[src/rtl/ptb_pkg.sv]
package ptb_pkg;
  typedef enum logic [1:0] {
    MODE_FREE  = 2'd0,
    MODE_ONCE  = 2'd1,
    MODE_UPDN  = 2'd2,
    MODE_UPDN2 = 2'd3
  } ptb_mode_e;
endpackage

[src/rtl/ptb_prescale.sv]
module ptb_prescale #(
  parameter int SEL_W = 2
) (
  input  logic             clk,
  input  logic             rst_n,
  input  logic             run_i,
  input  logic             tick_i,
  input  logic [SEL_W-1:0] sel_i,
  output logic             step_o
);
  localparam int DIV_W = 2 * ((1 << SEL_W) - 1);

  logic [DIV_W-1:0] div_q, div_d, last;
  logic [DIV_W:0]   ratio;
  logic             wrap;

  always_comb begin
    ratio  = (DIV_W+1)'(1) << {sel_i, 1'b0};
    last   = DIV_W'(ratio - 1'b1);
    wrap   = (div_q >= last);
    step_o = run_i && tick_i && wrap;
    div_d  = div_q;
    if (!run_i) begin
      div_d = '0;
    end else if (tick_i) begin
      div_d = wrap ? '0 : div_q + 1'b1;
    end
  end

  always_ff @(posedge clk or negedge rst_n) begin
    if (!rst_n) div_q <= '0;
    else        div_q <= div_d;
  end
endmodule

[src/rtl/ptb_postscale.sv]
module ptb_postscale #(
  parameter int SEL_W = 4
) (
  input  logic             clk,
  input  logic             rst_n,
  input  logic             run_i,
  input  logic             ev_i,
  input  logic [SEL_W-1:0] sel_i,
  output logic             fire_o
);
  logic [SEL_W-1:0] seen_q, seen_d;

  always_comb begin
    fire_o = ev_i && (seen_q >= sel_i);
    seen_d = seen_q;
    if (!run_i) begin
      seen_d = '0;
    end else if (ev_i) begin
      seen_d = fire_o ? '0 : seen_q + 1'b1;
    end
  end

  always_ff @(posedge clk or negedge rst_n) begin
    if (!rst_n) seen_q <= '0;
    else        seen_q <= seen_d;
  end
endmodule

[src/rtl/ptb_core.sv]
module ptb_core
  import ptb_pkg::*;
#(
  parameter int CNT_W = 15
) (
  input  logic             clk,
  input  logic             rst_n,
  input  logic             run_i,
  input  logic             step_i,
  input  logic [1:0]       mode_i,
  input  logic             per_we_i,
  input  logic [CNT_W-1:0] per_wd_i,
  output logic [CNT_W-1:0] cnt_o,
  output logic             dir_o,
  output logic             post_ev_o,
  output logic             direct_ev_o,
  output logic             once_done_o
);
  ptb_mode_e        mode;
  logic [CNT_W-1:0] cnt_q, cnt_d, per_q, per_d, shd_q, shd_d, dec;
  logic             dir_q, dir_d, pend_q, pend_d, at_top, live;

  assign mode  = ptb_mode_e'(mode_i);
  assign cnt_o = cnt_q;
  assign dir_o = dir_q;

  // period: immediate while stopped, deferred to the zero point while running
  always_comb begin
    per_d  = per_q;
    shd_d  = shd_q;
    pend_d = pend_q;
    if (per_we_i) begin
      if (!run_i) begin
        per_d  = per_wd_i;
        pend_d = 1'b0;
      end else if (per_q != '0) begin
        shd_d  = per_wd_i;
        pend_d = 1'b1;
      end
    end else if (pend_q && run_i && (cnt_q == '0) && (per_q != '0)) begin
      per_d  = shd_q;
      pend_d = 1'b0;
    end
  end

  // counter next state
  always_comb begin
    dec         = cnt_q - 1'b1;
    at_top      = (cnt_q >= per_q);
    live        = step_i && (per_q != '0);
    cnt_d       = cnt_q;
    dir_d       = dir_q;
    post_ev_o   = 1'b0;
    direct_ev_o = 1'b0;
    once_done_o = 1'b0;
    if (live) begin
      if (!dir_q && !at_top) begin
        cnt_d = cnt_q + 1'b1;
      end else if (!dir_q && (mode == MODE_FREE || mode == MODE_ONCE)) begin
        cnt_d = '0;
        if (mode == MODE_FREE) begin
          post_ev_o = 1'b1;
        end else begin
          direct_ev_o = 1'b1;
          once_done_o = 1'b1;
        end
      end else begin
        cnt_d = dec;
        if (mode == MODE_UPDN2 && !dir_q) direct_ev_o = 1'b1;
        if (dec == '0) begin
          dir_d = 1'b0;
          if (mode == MODE_UPDN)       post_ev_o   = 1'b1;
          else if (mode == MODE_UPDN2) direct_ev_o = 1'b1;
        end else begin
          dir_d = 1'b1;
        end
      end
    end
  end

  always_ff @(posedge clk or negedge rst_n) begin
    if (!rst_n) begin
      cnt_q  <= '0;
      dir_q  <= 1'b0;
      per_q  <= '0;
      shd_q  <= '0;
      pend_q <= 1'b0;
    end else begin
      cnt_q  <= cnt_d;
      dir_q  <= dir_d;
      per_q  <= per_d;
      shd_q  <= shd_d;
      pend_q <= pend_d;
    end
  end

  a_r3_free_wrap: assert property (@(posedge clk) disable iff (!rst_n)
    (step_i && per_q != '0 && mode == MODE_FREE && !dir_q && cnt_q == per_q) |=> (cnt_q == '0));

  a_r5_down_nonzero: assert property (@(posedge clk) disable iff (!rst_n)
    dir_q |-> (cnt_q != '0));

  a_r10_zero_period_frozen: assert property (@(posedge clk) disable iff (!rst_n)
    (per_q == '0) |=> ($stable(cnt_q) && $stable(dir_q)));
endmodule

[src/rtl/ptb_timebase.sv]
module ptb_timebase #(
  parameter int CNT_W = 15,
  parameter int OPS_W = 4,
  parameter int PRE_W = 2
) (
  input  logic             clk,
  input  logic             rst_n,
  input  logic             tick_i,
  input  logic             en_we_i,
  input  logic             en_wd_i,
  input  logic             per_we_i,
  input  logic [CNT_W-1:0] per_wd_i,
  input  logic [1:0]       mode_i,
  input  logic [OPS_W-1:0] ops_i,
  input  logic [PRE_W-1:0] pre_i,
  output logic [CNT_W:0]   cnt_o,
  output logic             irq_o,
  output logic             en_o
);
  logic [1:0]       rst_sync_q;
  logic             rst_int_n;
  logic             en_q, en_d, irq_q, irq_d;
  logic             step, post_ev, direct_ev, once_done, fire, dir;
  logic [CNT_W-1:0] cnt;

  always_ff @(posedge clk or negedge rst_n) begin
    if (!rst_n) rst_sync_q <= 2'b00;
    else        rst_sync_q <= {rst_sync_q[0], 1'b1};
  end
  assign rst_int_n = rst_sync_q[1];

  ptb_prescale #(.SEL_W(PRE_W)) u_pre (
    .clk(clk), .rst_n(rst_int_n), .run_i(en_q), .tick_i(tick_i),
    .sel_i(pre_i), .step_o(step)
  );

  ptb_core #(.CNT_W(CNT_W)) u_core (
    .clk(clk), .rst_n(rst_int_n), .run_i(en_q), .step_i(step),
    .mode_i(mode_i), .per_we_i(per_we_i), .per_wd_i(per_wd_i),
    .cnt_o(cnt), .dir_o(dir), .post_ev_o(post_ev),
    .direct_ev_o(direct_ev), .once_done_o(once_done)
  );

  ptb_postscale #(.SEL_W(OPS_W)) u_post (
    .clk(clk), .rst_n(rst_int_n), .run_i(en_q), .ev_i(post_ev),
    .sel_i(ops_i), .fire_o(fire)
  );

  always_comb begin
    en_d  = en_q;
    if (en_we_i)        en_d = en_wd_i;
    else if (once_done) en_d = 1'b0;
    irq_d = direct_ev | fire;
  end

  always_ff @(posedge clk or negedge rst_int_n) begin
    if (!rst_int_n) begin
      en_q  <= 1'b0;
      irq_q <= 1'b0;
    end else begin
      en_q  <= en_d;
      irq_q <= irq_d;
    end
  end

  assign cnt_o = {dir, cnt};
  assign irq_o = irq_q;
  assign en_o  = en_q;

  a_r2_hold_without_step: assert property (@(posedge clk) disable iff (!rst_int_n)
    !step |=> $stable(cnt_o));

  a_r4_single_shot_stops: assert property (@(posedge clk) disable iff (!rst_int_n)
    (once_done && !en_we_i) |=> !en_q);
endmodule

[config.mk]
export PLATFORM = sky130hd
export DESIGN_NAME = ptb_timebase
export DESIGN_NICKNAME = d
export VERILOG_FILES = /design/src/rtl/ptb_pkg.sv /design/src/rtl/ptb_prescale.sv /design/src/rtl/ptb_postscale.sv /design/src/rtl/ptb_core.sv /design/src/rtl/ptb_timebase.sv
export SDC_FILE = /design/constraint.sdc
export NUM_CORES = 1
export LEC_CHECK = 0
export BUFFER_PORTS_ARGS = -buffer_cell sky130_fd_sc_hd__buf_2
export CORE_ASPECT_RATIO = 0.8
export CORE_MARGIN = 1
export CORE_UTILIZATION = 55
export CTS_BUF_LIST = sky130_fd_sc_hd__clkbuf_4
export DETAILED_ROUTE_END_ITERATION = 6
export HOLD_SLACK_MARGIN = 0.02
export PLACE_DENSITY = 0.74
export SETUP_SLACK_MARGIN = 0.05
export SLEW_MARGIN = 10
export SYNTH_ARGS = -nofsm -noshare
export SYNTH_HDL_FRONTEND = slang
export SYNTH_HIERARCHICAL = 1
export SYNTH_SLANG_ARGS = --single-unit
[constraint.sdc]
create_clock -name clk -period 2.4 [get_ports clk]
set_input_delay 0.24 -clock clk [delete_from_list [all_inputs] [get_ports clk]]
set_output_delay 0.24 -clock clk [all_outputs]
set_load 0.005 [all_outputs]
==> metrics.txt, run 1 <==
Peak VDD IR=between 300 and 400 µV; max_cap viols=0; Worst path slowest cell=dfrtp_2; Top Ports=between 40 and 50; crit-path cells=inv_2, ha_4, or3b_4, nand2b_4, xor2_1, nand4_1, nor4_4, a21oi_2, nor4_4, buf_4, buf_6, nand2b_1, a21boi_1; total CTS buffers=9; first-pass GRT wire length=just over 20 mm; crit path capture type=register; Avg Cell Area, Syn=roughly 9 µm²; Buffers on Ports=46; DP Area=0.00510 mm²; synth unique cells=70; failing checks=negative setup slack; Sw Ratio=0.321; Period minus WS final=~2.9 ns; Synth-to-Final Area Change=42.5%; Die ar.=between 0.007 and 0.008 mm²; Cells after Synth=around 460; largest stage delay on the critical path=about 0.43 ns; CTS tree=built; post-synthesis sequential area ratio=0.370; critical path arrival=~3.2 ns; post-route insts no fill=690; Post-Syn Nets=~520; CTS clk-pin slew, worst paths=around 0.12 ns; Initial Util=0.585; Internal=approximately 1.9 mW; Synth Register Bits=slightly above 60; DRT antenna net count=0; # H-tree levels=3; R2R Path End=u_post/seen_q[0]$_DFFE_PN0P_; CTS Buffer Depth=2; HP Class=in -> reg; Endpoint, Worst Hold=u_core/shd_q[8]$_DFFE_PN0P_; DIE WIDTH=just under 100 µm; Pre-Repair DR Iteration Count=5; worst r2r src=u_core/cnt_o[1]$_DFFE_PN0P_; R2R Setup Slk=-0.52 ns; Gate power share=0.263; share of cells above drive strength 1=0.439; Hold Vio Cnt, Final=0; Tcrit/Tclk final=1.22; Cell Count Post-Placement=about 650; Leak=2.70 nW; Post-synth ARST share=1.00; Psw=920 µW; grt total ovfl=0; Layout Nets=between 600 and 700; CP dominant cell by count=nor4_4; Core Area=around 0.0071 mm²; Startpoint Class=register; status=finished with violations; share of power burned in registers=0.439; power density over cell area=around 490 mW/mm²; drt via density=approximately 6.4; Hold Path Cell Cnt=2; wire length per cell=roughly 20 µm; worst setup margin=-0.521 ns; setup violators final=34; clk_lat worst skew=roughly 0.42 ns; Final TNS setup=-10.83 ns; CTS Root Cell=clkbuf_4; total clock sinks=~60; gr usage total=0.344; pins over their slew limit=0; critical path peak fanout=5; Syn Std Cell Area=slightly above 0.004 mm²; Max Fclk=~340 MHz; main flop type after synthesis=dfrtp_1; drc violations=0; R2R cell count=13; row cnt=27; Routed WL=roughly 14 mm; Crit Path Class=reg -> reg; Final Skew=~0.024 ns; Slew @ Worst Pin=a little under 0.7 ns; vias=4,423; cell area after layout=roughly 0.0059 mm²; die height=a little under 80 µm; vias in the first global route=between 4,000 and 5,000; EDFF count, synth=0; Clk network pwr share=0.297; WP data required=2.69 ns; initial antenna violation count=1; Yosys warning count=6; commonest non-fill, non-tap cell in the layout=buf_4; drt first-iter violations=roughly 310; RSZ-0062 raised after global routing=true; fillcell total=~390; highest-count cells in the layout ignoring fill and taps=buf_4, dfrtp_1, buf_2, nor2_1, a21oi_1; gpl congestion=slightly below 0.9; Relative slew margins=0.539; largest net degree at the start of global routing=35; DP Wirelength=8.69 mm; Worst Min Path Start=per_wd_i[8]
## synthesized netlist by cell type (all sizes together), types with 11 or more instances
cell type	number	area [µm²]
nor4	11	87.6
nand3	20	100
nor2	39	146
dfrtp	61	1530
a21oi	40	215
mux2i	16	160
inv	26	97.6
o21ai	16	83.8
ha	30	375
mux2	15	169
clkbuf	21	80.1
nand2	31	116
## power by group through the flow
stage          Sequential [mW]  Combinational [mW]  Clock [mW]
2_1_floorplan             1.27               0.367           0
3_3_place_gp              1.26               0.608           0
3_5_place_dp              1.27               0.642           0
4_1_cts                   1.25               0.673       0.854
5_1_grt                   1.27               0.819       0.908
6_report                  1.26               0.754       0.851
## how the worst max path moves through the flow
stage | start | endpoint | slack [ns] | cells past startpoint
final | u_core/cnt_o[1]$_DFFE_PN0P_ | u_post/seen_q[0]$_DFFE_PN0P_ | -0.52 | 13
after global routing | u_core/cnt_o[1]$_DFFE_PN0P_ | u_post/seen_q[3]$_DFFE_PN0P_ | -0.69 | 14
after CTS | u_core/cnt_o[1]$_DFFE_PN0P_ | u_post/seen_q[3]$_DFFE_PN0P_ | -0.45 | 14
after detailed placement | u_core/cnt_o[1]$_DFFE_PN0P_ | u_post/seen_q[2]$_DFFE_PN0P_ | -0.61 | 13
after global placement | u_core/cnt_o[1]$_DFFE_PN0P_ | u_post/seen_q[2]$_DFFE_PN0P_ | -0.45 | 13
after floorplan | u_core/cnt_o[1]$_DFFE_PN0P_ | u_post/seen_q[2]$_DFFE_PN0P_ | -0.44 | 13
## worst max-delay path: cells and delay by family (launching register included)
| kind | cells | cell delay [ns] |
|---|---|---|
| compound gates | 2 | 0.19 |
| xor+xnor | 1 | 0.17 |
| fa+ha+maj | 1 | 0.13 |
| simple gates | 6 | 1.50 |
| flops | 1 | 0.43 |
| buf+inv | 3 | 0.36 |
## routing by layer
layer	up-vias	track usage	part of all wire	wire, µm
met5	-	0	0	0
met4	0	0.178	0.052	726
met3	79	0.0665	0.081	1130
met2	278	0.569	0.46	6460
met1	2099	0.431	0.40	5590
li1	1967	-	-	-
## area by class of cell
class	instances	area (µm²)	share of cell area
Timing Repair Buffer	157	1180	0.200
Multi-Input combinational cell	342	2800	0.476
Clock inverter	7	97.6	0.0166
Antenna cell	1	2.50	0.000425
Tap cell	87	109	0.0185
Inverter	26	100	0.0170
Sequential cell	61	1530	0.260
Clock buffer	9	67.6	0.0115
## registers in the layout (all words and copies together) (netlist names)
name / cells
u_core/shd_q: 15
en_o: 1
u_core/dir_o: 1
u_core/pend_q: 1
u_pre/div_q: 6
u_core/cnt_o: 15
u_post/seen_q: 4
rst_sync_q: 2
irq_o: 1
u_core/per_q: 15
## logic make-up after synthesis
family / share of synthesized area
AND/OR/NAND/NOR: 0.198
AO/OA/AOI/OAI: 0.195
flip-flops: 0.370
buffers and inverters: 0.0530
multiplexers: 0.0797
adder cells (fa/ha/maj): 0.0909
XOR/XNOR: 0.0127
other: 0.000908
## per-stage QoR
stage	hold slack, ns	util	worst slack (ns)	power [mW]
after floorplan	-0.0556	-	-0.439	1.63
after global placement	0.0258	0.722	-0.446	1.87
after detailed placement	0.0320	0.722	-0.608	1.91
after CTS	0.0535	0.788	-0.451	2.78
after global routing	0.0383	0.834	-0.687	3.00
final	0.0588	0.834	-0.521	2.86
## what timing repair did
action,4_1_cts,5_1_grt
endpoints found under the hold margin,2,0
setup endpoints to repair,37,38
hold buffers,1,0
pin swaps,17,25
gates cloned,0,0
resized for setup,37,49
setup buffers,17,11
(Power assumes the default switching activity.)
==> run 2, diff against run 1 <==
--- a/config.mk
+++ b/config.mk
@@ -13,7 +13,9 @@
 export DETAILED_ROUTE_END_ITERATION = 6
 export HOLD_SLACK_MARGIN = 0.02
 export PLACE_DENSITY = 0.74
+export RECOVER_POWER = 25
 export SETUP_SLACK_MARGIN = 0.05
+export SKIP_LAST_GASP = 1
 export SLEW_MARGIN = 10
 export SYNTH_ARGS = -nofsm -noshare
 export SYNTH_HDL_FRONTEND = slang
==> constraint.sdc (replaced) <==
create_clock -name clk -period 3.1 [get_ports clk]
set_input_delay 0.31 -clock clk [delete_from_list [all_inputs] [get_ports clk]]
set_output_delay 0.31 -clock clk [all_outputs]
set_load 0.005 [all_outputs]
==> metrics.txt, run 2 (synthesized netlist as in run 1, its figures left out) <==
status=finished, final reports clean; Pre-Repair DR Iteration Count=7; total clock sinks=61; Core Area=between 0.007 and 0.008 mm²; CP delay by family, top=simple AND/OR/NAND/NOR gates; first-pass GRT wire length=17.0 mm; drt first-iter violations=around 360; Cell Count Post-Placement=590; Period minus WS final=3.07 ns; fillcell total=583; drt via density=6.27; Setup crit start=u_core/cnt_o[1]$_DFFE_PN0P_; CTS tree=built; worst r2r src=u_core/cnt_o[1]$_DFFE_PN0P_; Synth-to-Final Area Change=19.1%; Slew @ Worst Pin=around 1.0 ns; CTS clk-pin slew, worst paths=approximately 0.12 ns; wire length per cell=approximately 17 µm; final core occ=0.697; largest net degree at the start of global routing=38; total CTS buffers=9; commonest non-fill, non-tap cell in the layout=dfrtp_1; vias in the first global route=3,468; clk_lat worst skew=roughly 0.42 ns; DIE WIDTH=between 90 and 100 µm; initial antenna violation count=0; pins over their slew limit=0; share of cells above drive strength 1=0.262; highest-count cells in the layout ignoring fill and taps=dfrtp_1, buf_2, nor2_1, a21oi_1, nand2_1; setup violators final=0; Crit Path Class=reg -> reg; Hold Vio Cnt, Final=0; Final Skew=between 0.01 and 0.015 ns; CTS Buffer Depth=2; crit-path cells=inv_2, ha_4, or3b_4, buf_4, o31ai_2, nand3b_1, nor4_4, a21oi_2, nor4_4, nand2_1, mux2i_1, o21ai_1, a21boi_1; critical path arrival=between 3 and 4 ns; R2R cell count=13; Peak VDD IR=between 300 and 400 µV; # H-tree levels=3; largest stage delay on the critical path=~0.43 ns; Final TNS setup=0 ns; post-route insts no fill=slightly above 600; Routed WL=roughly 11 mm; Max Fclk=between 300 and 400 MHz; CP dominant cell by count=nor4_4; Top Ports=47; Tcrit/Tclk final=0.991; worst setup margin=between 0.02 and 0.03 ns; Endpoint, Worst Hold=en_o$_DFFE_PN0P_; power density over cell area=about 420 mW/mm²; Startpoint Class=register; max_cap viols=0; CP Buf/Inv Count=2; drc violations=0; R2R Path End=u_post/seen_q[2]$_DFFE_PN0P_; Worst Min Path Start=en_wd_i; # diodes=0; grt total ovfl=0; CP Depth=13; WP data required=roughly 3.5 ns; RSZ-0062 raised after global routing=true; Worst path slowest cell=or3b_4; HP Class=in -> reg; Relative slew margins=0.302; critical path peak fanout=6; Hold Path Cell Cnt=2; row cnt=27; Die ar.=between 0.007 and 0.008 mm²; Initial Util=0.585; vias=a little under 4,000; CTS Root Cell=clkbuf_4; DP Wirelength=between 7 and 8 mm; gr usage total=0.281; crit path capture type=register; DRT antenna net count=0; Leak=roughly 2.2 nW; R2R Setup Slk=0.03 ns; Layout Nets=between 500 and 600; Buffers on Ports=46; die height=79.5 µm; dpl ws=-0.0580 ns; gpl congestion=between 0.8 and 0.9
run 2: cell count changes in the layout (fill, tap and decap cells not counted), sizes merged:
cell and delta:
buf -80, clkbuf +2, nor4 +1, clkinvlp -1
or3b +1, diode -1, clkinv +1
run 2: where the power goes:
group / switching, mW / total [mW] / internal [mW] / leakage, nW
clock: 0.326 / 0.656 / 0.330 / 0.0865
combinational: 0.234 / 0.439 / 0.205 / 1.41
sequential: 0.0801 / 0.971 / 0.891 / 0.752
run 2: final cells by class:
type / count / area, µm² / area share
Multi-Input combinational cell: 344 / 2530 / 0.514
Clock inverter: 7 / 98.8 / 0.0201
Clock buffer: 9 / 67.6 / 0.0137
Sequential cell: 61 / 1530 / 0.310
Tap cell: 87 / 109 / 0.0221
Timing Repair Buffer: 79 / 489 / 0.0994
Inverter: 26 / 97.6 / 0.0198
run 2: worst max-delay path by stage:
stage | to | slack (ns)
after floorplan | u_post/seen_q[2]$_DFFE_PN0P_ | 0.05
after global placement | u_post/seen_q[2]$_DFFE_PN0P_ | 0.06
after detailed placement | u_post/seen_q[2]$_DFFE_PN0P_ | -0.06
after CTS | irq_o$_DFF_PN0_ | 0.06
after global routing | u_post/seen_q[2]$_DFFE_PN0P_ | -0.06
final | u_post/seen_q[2]$_DFFE_PN0P_ | 0.03
run 2: layer usage:
metal  track usage  wire [µm]  share of wire  vias to the layer above
met3        0.0727        922          0.086                       20
li1              -          -              -                     1815
met1         0.373       4680           0.44                     1821
met2         0.447       4960           0.46                      189
met5             0          0              0                        -
met4        0.0925        153          0.014                        0
run 2: worst reg2reg max path: stages, from the launching register on:
cell and delay [ns]:
dfrtp_1 0.41, inv_2 0.09, ha_4 0.15, or3b_4 0.43, buf_4 0.16, o31ai_2 0.27
nand3b_1 0.19, nor4_4 0.34, a21oi_2 0.13, nor4_4 0.33, nand2_1 0.12, mux2i_1 0.12
o21ai_1 0.09, a21boi_1 0.17
run 2: metrics by stage:
step                      hold WS [ns]  total power [mW]  cell area [µm²]
final                            0.109              2.07             4920
after global routing            0.0841              2.19             4920
after CTS                       0.0827              2.08             4800
after detailed placement        0.0984              1.40             4590
after global placement          0.0955              1.38             4590
after floorplan                 0.0144              1.25             4140
run 2: timing repair:
| action | CTS | global route |
|---|---|---|
| hold buffers | 1 | 0 |
| gates resized for setup | 4 | 17 |
| hold endpoints to repair | 2 | 0 |
| setup buffers | 0 | 4 |
| pin swaps | 2 | 10 |
| endpoints found under the setup margin | 5 | 5 |
| cloned | 1 | 1 |
